File: config.mk
export PLATFORM = sky130hd
export DESIGN_NAME = sfi_irq_ctrl
export DESIGN_NICKNAME = d
export VERILOG_FILES = /design/src/rtl/sfi_pkg.sv /design/src/rtl/sfi_event_detect.sv /design/src/rtl/sfi_status_bit.sv /design/src/rtl/sfi_irq_merge.sv /design/src/rtl/sfi_irq_ctrl.sv
export SDC_FILE = /design/constraint.sdc
export NUM_CORES = 1
export LEC_CHECK = 0
export BUFFER_PORTS_ARGS = -buffer_cell sky130_fd_sc_hd__buf_2
export CORE_AREA = 2 2 39 41
export DETAILED_ROUTE_END_ITERATION = 8
export DIE_AREA = 0 0 41 43
export GPL_ROUTABILITY_DRIVEN = 0
export SLEW_MARGIN = 20
export SYNTH_ARGS = -nofsm -noshare
export SYNTH_HDL_FRONTEND = slang
export SYNTH_SLANG_ARGS = --single-unit
export TNS_END_PERCENT = 5
File: constraint.sdc
create_clock -name clk -period 1 [get_ports clk]
set_input_delay 0.25 -clock clk [delete_from_list [all_inputs] [get_ports clk]]
set_output_delay 0.25 -clock clk [all_outputs]
set_load 0.03 [all_outputs]
File: src/rtl/sfi_pkg.sv
package sfi_pkg;
  localparam int NUM_SRC  = 3;
  localparam int SRC_DREQ = 0;
  localparam int SRC_OVF  = 1;
  localparam int SRC_UDR  = 2;
  typedef logic [NUM_SRC-1:0] src_vec_t;
endpackage

File: src/rtl/sfi_event_detect.sv
module sfi_event_detect #(
  parameter int CNT_W = 5,
  parameter int THR_W = 5
) (
  input  logic                  wr_req,
  input  logic                  rd_req,
  input  logic                  fifo_full,
  input  logic                  fifo_empty,
  input  logic [CNT_W-1:0]      free_cnt,
  input  logic [THR_W-1:0]      threshold,
  output sfi_pkg::src_vec_t     events
);
  localparam int CMP_W = (CNT_W > THR_W) ? CNT_W : THR_W;

  logic             wr_take;
  logic             rd_take;
  logic [CMP_W-1:0] free_ext;
  logic [CMP_W-1:0] thr_ext;

  assign wr_take  = wr_req && !fifo_full;
  assign rd_take  = rd_req && !fifo_empty;
  assign free_ext = CMP_W'(free_cnt);
  assign thr_ext  = CMP_W'(threshold);

  always_comb begin
    events = '0;
    // a lone accepted read lifts the free space from threshold to threshold+1
    events[sfi_pkg::SRC_DREQ] = rd_take && !wr_take && (free_ext == thr_ext);
    events[sfi_pkg::SRC_OVF]  = wr_req && fifo_full;
    events[sfi_pkg::SRC_UDR]  = rd_req && fifo_empty;
  end
endmodule

File: src/rtl/sfi_status_bit.sv
module sfi_status_bit (
  input  logic clk,
  input  logic rst_n,
  input  logic set_i,
  input  logic clr_i,
  output logic q
);
  always_ff @(posedge clk or negedge rst_n) begin
    if (!rst_n) q <= 1'b0;
    else        q <= set_i | (q & ~clr_i);
  end
endmodule

File: src/rtl/sfi_irq_merge.sv
module sfi_irq_merge #(
  parameter int N = 3
) (
  input  logic [N-1:0] status,
  input  logic [N-1:0] enable,
  output logic         irq
);
  assign irq = |(status & enable);
endmodule

File: src/rtl/sfi_irq_ctrl.sv
module sfi_irq_ctrl #(
  parameter int DEPTH = 16,
  parameter int THR_W = 5,
  localparam int CNT_W = $clog2(DEPTH + 1),
  localparam int NS    = sfi_pkg::NUM_SRC
) (
  input  logic             clk,
  input  logic             rst_n,
  input  logic             wr_req,
  input  logic             rd_req,
  input  logic             fifo_full,
  input  logic             fifo_empty,
  input  logic [CNT_W-1:0] free_cnt,
  input  logic [THR_W-1:0] threshold,
  input  logic             en_we,
  input  logic [NS-1:0]    en_wdata,
  input  logic             clr_we,
  input  logic [NS-1:0]    clr_wdata,
  output logic [NS-1:0]    en_q,
  output logic [NS-1:0]    status_q,
  output logic [NS-1:0]    clr_q,
  output logic             irq
);
  sfi_pkg::src_vec_t events;
  sfi_pkg::src_vec_t clr_mask;

  sfi_event_detect #(.CNT_W(CNT_W), .THR_W(THR_W)) u_det (
    .wr_req     (wr_req),
    .rd_req     (rd_req),
    .fifo_full  (fifo_full),
    .fifo_empty (fifo_empty),
    .free_cnt   (free_cnt),
    .threshold  (threshold),
    .events     (events)
  );

  assign clr_mask = clr_we ? clr_wdata : '0;

  for (genvar i = 0; i < NS; i++) begin : g_src
    sfi_status_bit u_bit (
      .clk   (clk),
      .rst_n (rst_n),
      .set_i (events[i]),
      .clr_i (clr_mask[i]),
      .q     (status_q[i])
    );
  end

  always_ff @(posedge clk or negedge rst_n) begin
    if (!rst_n)     en_q <= '0;
    else if (en_we) en_q <= en_wdata;
  end

  // write-only clear register reads as zero
  assign clr_q = '0;

  sfi_irq_merge #(.N(NS)) u_merge (
    .status (status_q),
    .enable (en_q),
    .irq    (irq)
  );
endmodule

==> out/qor.yml, run 1 <==
critical_path:
  worst_path_max_delay_cell: "sky130_fd_sc_hd__dfrtp_1"
  timing.critical_path.arrival_ps: 1190
  timing.critical_path.fanout_max: 2
  crit_type: "flop to primary output"
  end_kind: "primary output"
  timing.reg2reg.setup_slack_ps: 100
  timing.critical_path.cells: "a222oi_1 > inv_2 > buf_6"
  max_stage_delay_ps: 380
  crit-reg2reg-launch: "en_q[0]"
  worstRegToRegCells: 2
  crit_end: "irq"
  timing.critical_path.from: "g_src[0].u_bit.q"
  worstSetupStartpointType: "flop"
  reg2reg_to: "en_q[0]"
  worstPathRequired_ps: 750
sta:
  finalCritPeriodShare_pct: 144.5
  fin_crit_ps: 1445
  rsz0062_at_grt: "yes"
  fin_ws_ps: -444.7
  hold_ws_ps: 246.5
  clock-skew-final_ps: 0
  timing.final.setup_violations: 7
  clock.fmax_mhz: 692.2
  hold_viol_final: 0
  maxSlewViolCount: 0
die:
  initial_standard_cell_utilization_of_the_core_pct: 25.23
  ioPinCount: 34
  die_area_um2: 1763
  placementRows: 14
  core_region_area_um2: 1384
  die_height_um: 43
  fp.dieW_um: 41
placement:
  dp_slack_ps: -204.7
  post_dp_area_um2: 521.8
  post-dp-hpwl_um: 682.5
  io_buffers: 30
detailed_routing:
  residual_drc: 0
  route.vias.total: 352
  wl_um: 795
  wl_per_cell_um: 9.244
  drtIter0Drc: 4
  detail_route.first_pass.iterations: 4
  postRouteAntennaNets: 0
  post_drt_via_cell_ratio: 4.093
power_and_ir_drop:
  total_leakage_power_nw: 0.3214
  power.density_nw_per_um2: 1286
  vdd_ir_drop_max_mv: 0.4342
worst_hold_path:
  hold_path_class: "primary input to flop"
synthesis:
  synth-seq-cells: 6
  yosys_warnings: 0
  post_synth_instance_area_um2: 349.1
  synth.avg_cell_area_um2: 10.58
  yosysUniqueCellTypes: 13
  part_of_the_yosys_area_used_for_sequential_elements_pct: 43.01
  synthesis.instances: 33
clocking:
  clock_sink_count: 6
  path_clk_slew_ps: 40
  numCtsBuffers: 3
  clkLatencyLatePin_ps: 240
  cts-htree-levels: 1
  tritoncts_clock_tree: "built"
  cts_buffer_depth: 2
  cts-root-buf: "sky130_fd_sc_hd__clkbuf_4"
global_route:
  via_count_of_the_first_global_routing_pass: 324
  pin_count_of_the_biggest_net_entering_global_routing: 7
  global_route.overflow_total: 0
  grtUsageTotal_pct: 10.53
  antenna_found_initial: 0
  grt_first_pass_wirelength_um: 1228
final_layout:
  final_design_area_no_fill_um2: 631.9
  area_delta_synth_final_pct: 81.00
  mostFrequentLayoutCell: "sky130_fd_sc_hd__buf_2"
  layout-drive-gt1-share_pct: 65.71
  antenna-diode-count: 0
  most-common-layout-cells: "23 x sky130_fd_sc_hd__buf_2, 12 x sky130_fd_sc_hd__buf_6, 5 x sky130_fd_sc_hd__xnor2_1"
  finalNetCount: 96
outcome:
  failed_checks: "negative setup slack"
  status: "finished, violations left"
job:
  maxCapViolCount: 0
-- through the flow --
| step | util [%] | instances | total power (W) | setup TNS [ps] |
|---|---|---|---|---|
| after floorplan | - | 35 | 0.0004425 | -216.9 |
| after global placement | 37.70 | 80 | 0.0005359 | -201.6 |
| after detailed placement | 37.70 | 80 | 0.0005377 | -204.7 |
| after CTS | 45.12 | 85 | 0.0008225 | -1244 |
| after global routing | 45.66 | 86 | 0.0008649 | -1565 |
| final | 45.66 | 86 | 0.0008124 | -1299 |
-- logic make-up (layout without fill, tap and decap cells) --
group                  after synthesis  in the layout  share of synthesized area (%)
AO/OA/AOI/OAI                        4              4                          9.319
XOR/XNOR                             5              5                          12.54
buffers and inverters                7             42                          13.98
flip-flops                           6              6                          43.01
multiplexers                         3              3                          9.677
other                                1              3                          1.074
AND/OR/NAND/NOR                      7              7                          10.40
-- flip-flops by register name (all words and copies together) (netlist names) --
| register | count |
|---|---|
| g_src.u_bit.q | 3 |
| en_q | 3 |
-- layer usage --
layer	part of all wire (%)	GRT usage (%)	routed length, um	vias to the layer above
li1	-	-	-	181
met1	38	12.21	304	144
met2	46	15.63	368	24
met3	13	4.188	101	3
met4	2.5	6.000	20	0
met5	0	0	0	-
-- worst min-delay path by stage --
stage	from	endpoint	slack (ps)	depth (start not counted)
CTS	fifo_empty	g_src[2].u_bit.q	240	2
global placement	rst_n	g_src[0].u_bit.q	80	1
finish	en_wdata[1]	en_q[1]	250	2
floorplan	rst_n	en_q[0]	-50	0
detailed placement	rst_n	g_src[0].u_bit.q	80	1
global route	wr_req	g_src[1].u_bit.q	240	2
-- where the power goes --
part | internal [W] | switching, W
logic | 0.000170 | 0.000148
clock network | 0.000135 | 0.0000762
registers | 0.000268 | 0.0000145
-- cell type report --
| class | instances | area (um^2) |
|---|---|---|
| fill | 130 | 752.0 |
| timing repair buffer | 38 | 275.3 |
| multi-input combinational | 22 | 157.7 |
| sequential | 6 | 152.6 |
| clock buffer | 3 | 22.52 |
| tap | 16 | 20.02 |
| inverter | 1 | 3.754 |
-- synthesized netlist by cell type --
master / instances / area share (%)
sky130_fd_sc_hd__mux2_2: 3 / 9.7
sky130_fd_sc_hd__o21ai_1: 1 / 1.4
sky130_fd_sc_hd__nand4_1: 1 / 1.8
sky130_fd_sc_hd__nand2b_1: 1 / 1.8
sky130_fd_sc_hd__xnor2_1: 5 / 13
sky130_fd_sc_hd__inv_1: 1 / 1.1
sky130_fd_sc_hd__nand2_1: 4 / 4.3
sky130_fd_sc_hd__nand4b_1: 1 / 2.5
sky130_fd_sc_hd__conb_1: 1 / 1.1
sky130_fd_sc_hd__dfrtp_1: 6 / 43
sky130_fd_sc_hd__a22o_1: 2 / 5.0
sky130_fd_sc_hd__a222oi_1: 1 / 2.9
sky130_fd_sc_hd__buf_4: 6 / 13
-- critical path, delay by kind of cell (launching register included) --
family,cells,cell delay (ps)
AO/OA/AOI/OAI,1,380
buffers and inverters,2,200
flip-flops,1,380
-- timing repair --
action / CTS / global route
hold buffers: 1 / 0
gates resized for setup: 19 / 0
setup endpoints to repair: 7 / 7
cloned: 0 / 0
hold endpoints to repair: 6 / 0
pin swaps: 1 / 1
setup buffers: 1 / 1
No activity file was read; power rests on OpenSTA's default activity.
==> run 2, diff against run 1 <==
==> constraint.sdc (replaced) <==
create_clock -name clk -period 1 [get_ports clk]
set_input_delay 0.1 -clock clk [delete_from_list [all_inputs] [get_ports clk]]
set_output_delay 0.1 -clock clk [all_outputs]
set_load 0.03 [all_outputs]
==> run 2 against run 1 <==
Effect of this change: the run still ends with negative setup slack left; combinational power is 5% lower; power is 2.6% lower; fmax is 11% higher; worst setup slack better by 150 ps; die area stayed put; final cell count is 2.3% lower; sequential power hardly changed; register-to-register slack hardly changed; final area is 4.0% lower; routed wire length is 7.2% lower; sequential cell count stayed put; clock power is 2% lower; largest cell class unchanged.
==> out/qor.yml, run 2 (synthesis gave the netlist of run 1 again) <==
power_and_ir_drop:
  clkPwrFrac_pct: 26.1  # about the same
  switchingPower_w: 0.0002302  # -3.6%
  power.density_nw_per_um2: 1304  # +1.4%
  share_comb_of_total_power_pct: 38.0  # -1.2 points
  vdd_ir_drop_max_mv: 0.4977  # +15%
  pwr-share-seq_pct: 35.9  # +1.1 points
  total_leakage_power_nw: 0.3083  # -4.1%
  intPower_w: 0.0005611  # -2.2%
  switching_share_pct: 29.09  # -0.31 points
critical_path:
  critical_path.n_buffers_inverters: 2  # unchanged
  timing.critical_path.fanout_max: 2  # unchanged
  cpLargestDelayFamily: "flip-flops"
  max_stage_delay_ps: 400  # +20 ps
  end_kind: "primary output"
  crit_type: "flop to primary output"
  worstSetupStartpointType: "flop"
  timing.critical_path.arrival_ps: 1200  # about the same
  worstRegToRegCells: 2  # unchanged
  worstPathRequired_ps: 900  # +150 ps
  worst_path_max_delay_cell: "sky130_fd_sc_hd__dfrtp_2"
  timing.critical_path.from: "en_q[0]"
  worst_path_depth: 3  # unchanged
  timing.critical_path.cells: "a222oi_1 > inv_2 > buf_6"
  crit-reg2reg-launch: "en_q[0]"
detailed_routing:
  drtIter0Drc: 3  # -1
  route.vias.total: 333  # -5.4%
  wl_um: 738  # -7.2%
  wl_per_cell_um: 8.786  # -5.0%
  post_drt_via_cell_ratio: 3.964  # -3.1%
  postRouteAntennaNets: 0  # unchanged
  detail_route.first_pass.iterations: 4  # unchanged
  residual_drc: 0  # unchanged
die:
  die_height_um: 43  # unchanged
  placementRows: 14  # unchanged
  die_area_um2: 1763  # unchanged
  ioPinCount: 34  # unchanged
  fp.dieW_um: 41  # unchanged
  core_region_area_um2: 1384  # unchanged
  initial_standard_cell_utilization_of_the_core_pct: 25.23  # unchanged
sta:
  fin_crit_ps: 1299  # -146.0 ps
  fin_ws_ps: -298.7  # +146.0 ps
  maxSlewViolCount: 0  # unchanged
  hold_viol_final: 0  # unchanged
  clock.fmax_mhz: 770.0  # +11%
  timing.final.setup_violations: 1  # -6
  clock-skew-final_ps: 0  # unchanged
  finalCritPeriodShare_pct: 129.9  # -15 points
  rsz0062_at_grt: "yes"
global_route:
  grtUsageTotal_pct: 10.31  # -0.21 points
  via_count_of_the_first_global_routing_pass: 315  # -2.8%
  antenna_found_initial: 0  # unchanged
  global_route.overflow_total: 0  # unchanged
  pin_count_of_the_biggest_net_entering_global_routing: 7  # unchanged
  grt_first_pass_wirelength_um: 1193  # -2.9%
job:
  maxCapViolCount: 0  # unchanged
outcome:
  status: "finished, violations left"
  failed_checks: "negative setup slack"
clocking:
  tritoncts_clock_tree: "built"
  cts-htree-levels: 1  # unchanged
  clkLatencyLatePin_ps: 240  # about the same
  numCtsBuffers: 3  # unchanged
  cts-root-buf: "sky130_fd_sc_hd__clkbuf_4"
  path_clk_slew_ps: 40  # about the same
  cts_buffer_depth: 2  # unchanged
  clock_sink_count: 6  # unchanged
final_layout:
  area_delta_synth_final_pct: 73.84
  final_design_area_no_fill_um2: 606.8  # -4.0%
  largest_registers: "en_q x3, g_src.u_bit.q x3"
  fill_cells: 131  # +0.77%
  antenna-diode-count: 0  # unchanged
  most-common-layout-cells: "24 x sky130_fd_sc_hd__buf_2, 10 x sky130_fd_sc_hd__buf_6, 5 x sky130_fd_sc_hd__xnor2_1"
  mostFrequentLayoutCell: "sky130_fd_sc_hd__buf_2"
  finalNetCount: 94  # -2.1%
  footprint_of_the_multi_input_gates_um2: 157.7  # unchanged
  layout-drive-gt1-share_pct: 64.71  # -1.0 points
  ff_latch_area_um2: 152.6  # unchanged
placement:
  dp_slack_ps: -51.58  # +153.1 ps
  io_buffers: 30  # unchanged
  post_dp_area_um2: 514.2  # -1.4%
  post-dp-hpwl_um: 661.4  # -3.1%
worst_hold_path:
  hold_path_class: "primary input to flop"
  hold_path.startpoint: "fifo_empty"
  whs_path_depth: 2  # unchanged
## run 2: path summary, 6_finish.rpt
| check | to | slack [ps] |
|---|---|---|
| hold reg to reg | en_q[2] | 540 |
| max in group asynchronous | en_q[1] | 640 |
| setup / recovery | irq | -300 |
| setup reg to reg | en_q[0] | 110 |
| min in group asynchronous | g_src[2].u_bit.q | 210 |
| hold / removal | g_src[2].u_bit.q | 100 |
## run 2: power groups by stage
stage          clock, W  combinational (W)  sequential (W)
4_1_cts        0.000223           0.000293        0.000281
3_3_place_gp          0           0.000246        0.000284
2_1_floorplan         0           0.000132        0.000311
3_5_place_dp          0           0.000246        0.000285
6_report       0.000207           0.000301        0.000284
5_1_grt        0.000240           0.000326        0.000286
## run 2: layout make-up
class / instances / share of cell area, %
multi-input combinational: 22 / 25.98
inverter: 1 / 0.6186
tap: 16 / 3.299
sequential: 6 / 25.15
timing repair buffer: 36 / 41.24
clock buffer: 3 / 3.711
## run 2: through the flow
stage / power, W / util [%] / cells / hold slack, ps / TNS, ps
global placement: 0.0005298 / 37.16 / 79 / -74.25 / -49.72
finish: 0.0007913 / 43.85 / 84 / 99.70 / -298.7
global route: 0.0008524 / 43.85 / 84 / 91.67 / -384.9
CTS: 0.0007964 / 42.77 / 84 / 86.14 / -320.7
floorplan: 0.0004425 / - / 35 / -195.6 / -66.87
detailed placement: 0.0005309 / 37.16 / 79 / -74.35 / -51.58
## run 2: per-layer routing
metal,GRT usage [%],part of all wire [%],vias to the layer above
met2,14.69,48,23
li1,-,-,179
met1,11.84,39,131
met3,3.665,13,0
met4,8.000,0,0
met5,0,0,-
## run 2: worst register-to-register path, stage by stage (launching register included)
cell and delay (ps):
sky130_fd_sc_hd__dfrtp_2 400, sky130_fd_sc_hd__buf_6 120, sky130_fd_sc_hd__mux2_2 250
## run 2: what timing repair did
action | 4_1_cts | 5_1_grt
gates resized for setup | 12 | 4
pin swaps | 1 | 1
hold endpoints to repair | 6 | 0
setup buffers | 1 | 0
hold buffers | 1 | 0
setup endpoints to repair | 5 | 6
==> run 3, diff against run 2 <==
--- a/config.mk
+++ b/config.mk
@@ -7,9 +7,11 @@
 export LEC_CHECK = 0
 export BUFFER_PORTS_ARGS = -buffer_cell sky130_fd_sc_hd__buf_2
 export CORE_AREA = 2 2 39 41
+export CTS_BUF_LIST = sky130_fd_sc_hd__clkbuf_8
 export DETAILED_ROUTE_END_ITERATION = 8
 export DIE_AREA = 0 0 41 43
 export GPL_ROUTABILITY_DRIVEN = 0
+export HOLD_SLACK_MARGIN = 0.1
 export SLEW_MARGIN = 20
 export SYNTH_ARGS = -nofsm -noshare
 export SYNTH_HDL_FRONTEND = slang
==> run 3 against run 2 <==
Effect of this change: highest routed layer unchanged; sequential cell count unchanged; critical path type unchanged; critical endpoint unchanged; register-to-register slack about the same; combinational power down 8.6%; final area down 2.5%; utilization down 1.1 points; worst hold slack better by 23 ps; the run still ends with negative setup slack left.
==> out/qor.yml, run 3 (synthesis gave the netlist of run 1 again) <==
global_route:
  grt_first_pass_wirelength_um: 1179  # -1.2%
  via_count_of_the_first_global_routing_pass: 306  # -2.9%
  global_route.overflow_total: 0  # unchanged
  grtUsageTotal_pct: 10.11  # -0.20 points
  antenna_found_initial: 0  # unchanged
  pin_count_of_the_biggest_net_entering_global_routing: 7  # unchanged
final_layout:
  layout-drive-gt1-share_pct: 64.71  # unchanged
  finalCoreUtilization_pct: 42.77  # -1.1 points
  area_delta_synth_final_pct: 69.53
  antenna-diode-count: 0  # unchanged
  largest_registers: "en_q x3, g_src.u_bit.q x3"
  most-common-layout-cells: "27 x sky130_fd_sc_hd__buf_2, 5 x sky130_fd_sc_hd__xnor2_1, 5 x sky130_fd_sc_hd__buf_4"
  finalNetCount: 94  # unchanged
  mostFrequentLayoutCell: "sky130_fd_sc_hd__buf_2"
  stdcell_count: 84  # unchanged
detailed_routing:
  detail_route.first_pass.iterations: 4  # unchanged
  route.vias.total: 338  # +1.5%
  wl_um: 734  # -0.54%
  post_drt_via_cell_ratio: 4.024  # +1.5%
  wl_per_cell_um: 8.738  # -0.54%
  drtIter0Drc: 5  # +2
  postRouteAntennaNets: 0  # unchanged
  residual_drc: 0  # unchanged
placement:
  post-dp-hpwl_um: 661.4  # unchanged
  dp_slack_ps: -51.58  # unchanged
  io_buffers: 30  # unchanged
  place_inst: 79  # unchanged
clocking:
  cts_buffer_depth: 2  # unchanged
  clkLatencyLatePin_ps: 210  # -30 ps
  numCtsBuffers: 3  # unchanged
  clock_sink_count: 6  # unchanged
  tritoncts_clock_tree: "built"
  cts-root-buf: "sky130_fd_sc_hd__clkbuf_8"
  path_clk_slew_ps: 30  # about the same
  cts-htree-levels: 1  # unchanged
critical_path:
  max_stage_delay_ps: 390  # about the same
  timing.critical_path.fanout_max: 2  # unchanged
  worst_path_max_delay_cell: "sky130_fd_sc_hd__dfrtp_2"
  timing.critical_path.cells: "a222oi_1 > inv_2 > buf_6"
  cpLargestDelayFamily: "flip-flops"
  critical_path.n_buffers_inverters: 2  # unchanged
  end_kind: "primary output"
  worstPathRequired_ps: 900  # about the same
  crit_type: "flop to primary output"
  timing.critical_path.arrival_ps: 1150  # -50 ps
  worstSetupStartpointType: "flop"
worst_hold_path:
  hold_path_class: "primary input to flop"
die:
  die_height_um: 43  # unchanged
  ioPinCount: 34  # unchanged
  fp.dieW_um: 41  # unchanged
  initial_standard_cell_utilization_of_the_core_pct: 25.23  # unchanged
  placementRows: 14  # unchanged
  core_region_area_um2: 1384  # unchanged
  die_area_um2: 1763  # unchanged
sta:
  clock-skew-final_ps: 0  # unchanged
  fin_setup_tns_ps: -250.4  # +48.30 ps
  rsz0062_at_grt: "yes"
  fin_ws_ps: -250.4  # +48.30 ps
  hold_viol_final: 0  # unchanged
  clock.fmax_mhz: 799.8  # +3.9%
  maxSlewViolCount: 0  # unchanged
  hold_ws_ps: 122.3  # +22.56 ps
  fin_crit_ps: 1250  # -48.30 ps
  timing.final.setup_violations: 1  # unchanged
  finalCritPeriodShare_pct: 125.0  # -4.8 points
power_and_ir_drop:
  power.density_nw_per_um2: 1517  # +16%
  vdd_ir_drop_max_mv: 0.6131  # +23%
  total_leakage_power_nw: 0.3057  # -0.83%
job:
  maxCapViolCount: 0  # unchanged
outcome:
  status: "finished, violations left"
  failed_checks: "negative setup slack"
[run 3: cell count changes in the layout (fill, tap and decap cells not counted)]
cell and change:
sky130_fd_sc_hd__buf_6 -7, sky130_fd_sc_hd__buf_4 +4, sky130_fd_sc_hd__clkbuf_8 +3, sky130_fd_sc_hd__buf_2 +3
sky130_fd_sc_hd__clkbuf_4 -3
[run 3: layer usage]
metal  share of wire, %  up-vias  GRT usage [%]
met2                 47       23          14.37
met3                 14        0          5.236
met5                  0        -              0
met4                  0        0          6.000
li1                   -      177              -
met1                 39      138          11.51
[run 3: where the power goes]
part / total, W / switching (W) / internal, W
clock network: 0.000342 / 0.0000854 / 0.000257
logic: 0.000275 / 0.000140 / 0.000135
registers: 0.000281 / 0.0000120 / 0.000269
total: 0.000898 / 0.000238 / 0.000660
[run 3: timing repair]
action	4_1_cts	5_1_grt
pin swaps	1	1
hold buffers	1	0
resized for setup	4	2
setup endpoints to repair	2	6
hold endpoints to repair	6	0
setup buffers	1	0
[run 3: worst register-to-register path, stage by stage (launching register included)]
cell and delay [ps]:
sky130_fd_sc_hd__dfrtp_2 390, sky130_fd_sc_hd__buf_4 130, sky130_fd_sc_hd__mux2_2 260
[run 3: path summary, 6_finish.rpt]
| kind | start | to | slack [ps] | cells past startpoint |
|---|---|---|---|---|
| min in group asynchronous | rst_n | g_src[2].u_bit.q | 230 | 2 |
| max in group asynchronous | rst_n | en_q[1] | 620 | 2 |
| max | en_q[0] | irq | -250 | 3 |
| min | en_wdata[2] | en_q[2] | 120 | 2 |
| min reg2reg | en_q[2] | en_q[2] | 540 | 1 |
| max reg2reg | en_q[0] | en_q[0] | 100 | 2 |
[run 3: cell type report]
class / count / area [um^2]
fill: 131 / 792.0
timing repair buffer: 36 / 216.5
multi-input combinational: 22 / 157.7
sequential: 6 / 152.6
clock buffer: 3 / 41.29
tap: 16 / 20.02
inverter: 1 / 3.754
[run 3: per-stage QoR]
| step | cell area [um^2] | power (W) |
|---|---|---|
| final | 591.8 | 0.0008978 |
| after global placement | 514.2 | 0.0005298 |
| after CTS | 584.3 | 0.0009057 |
| after floorplan | 359.1 | 0.0004425 |
| after detailed placement | 514.2 | 0.0005309 |
| after global routing | 591.8 | 0.0009588 |
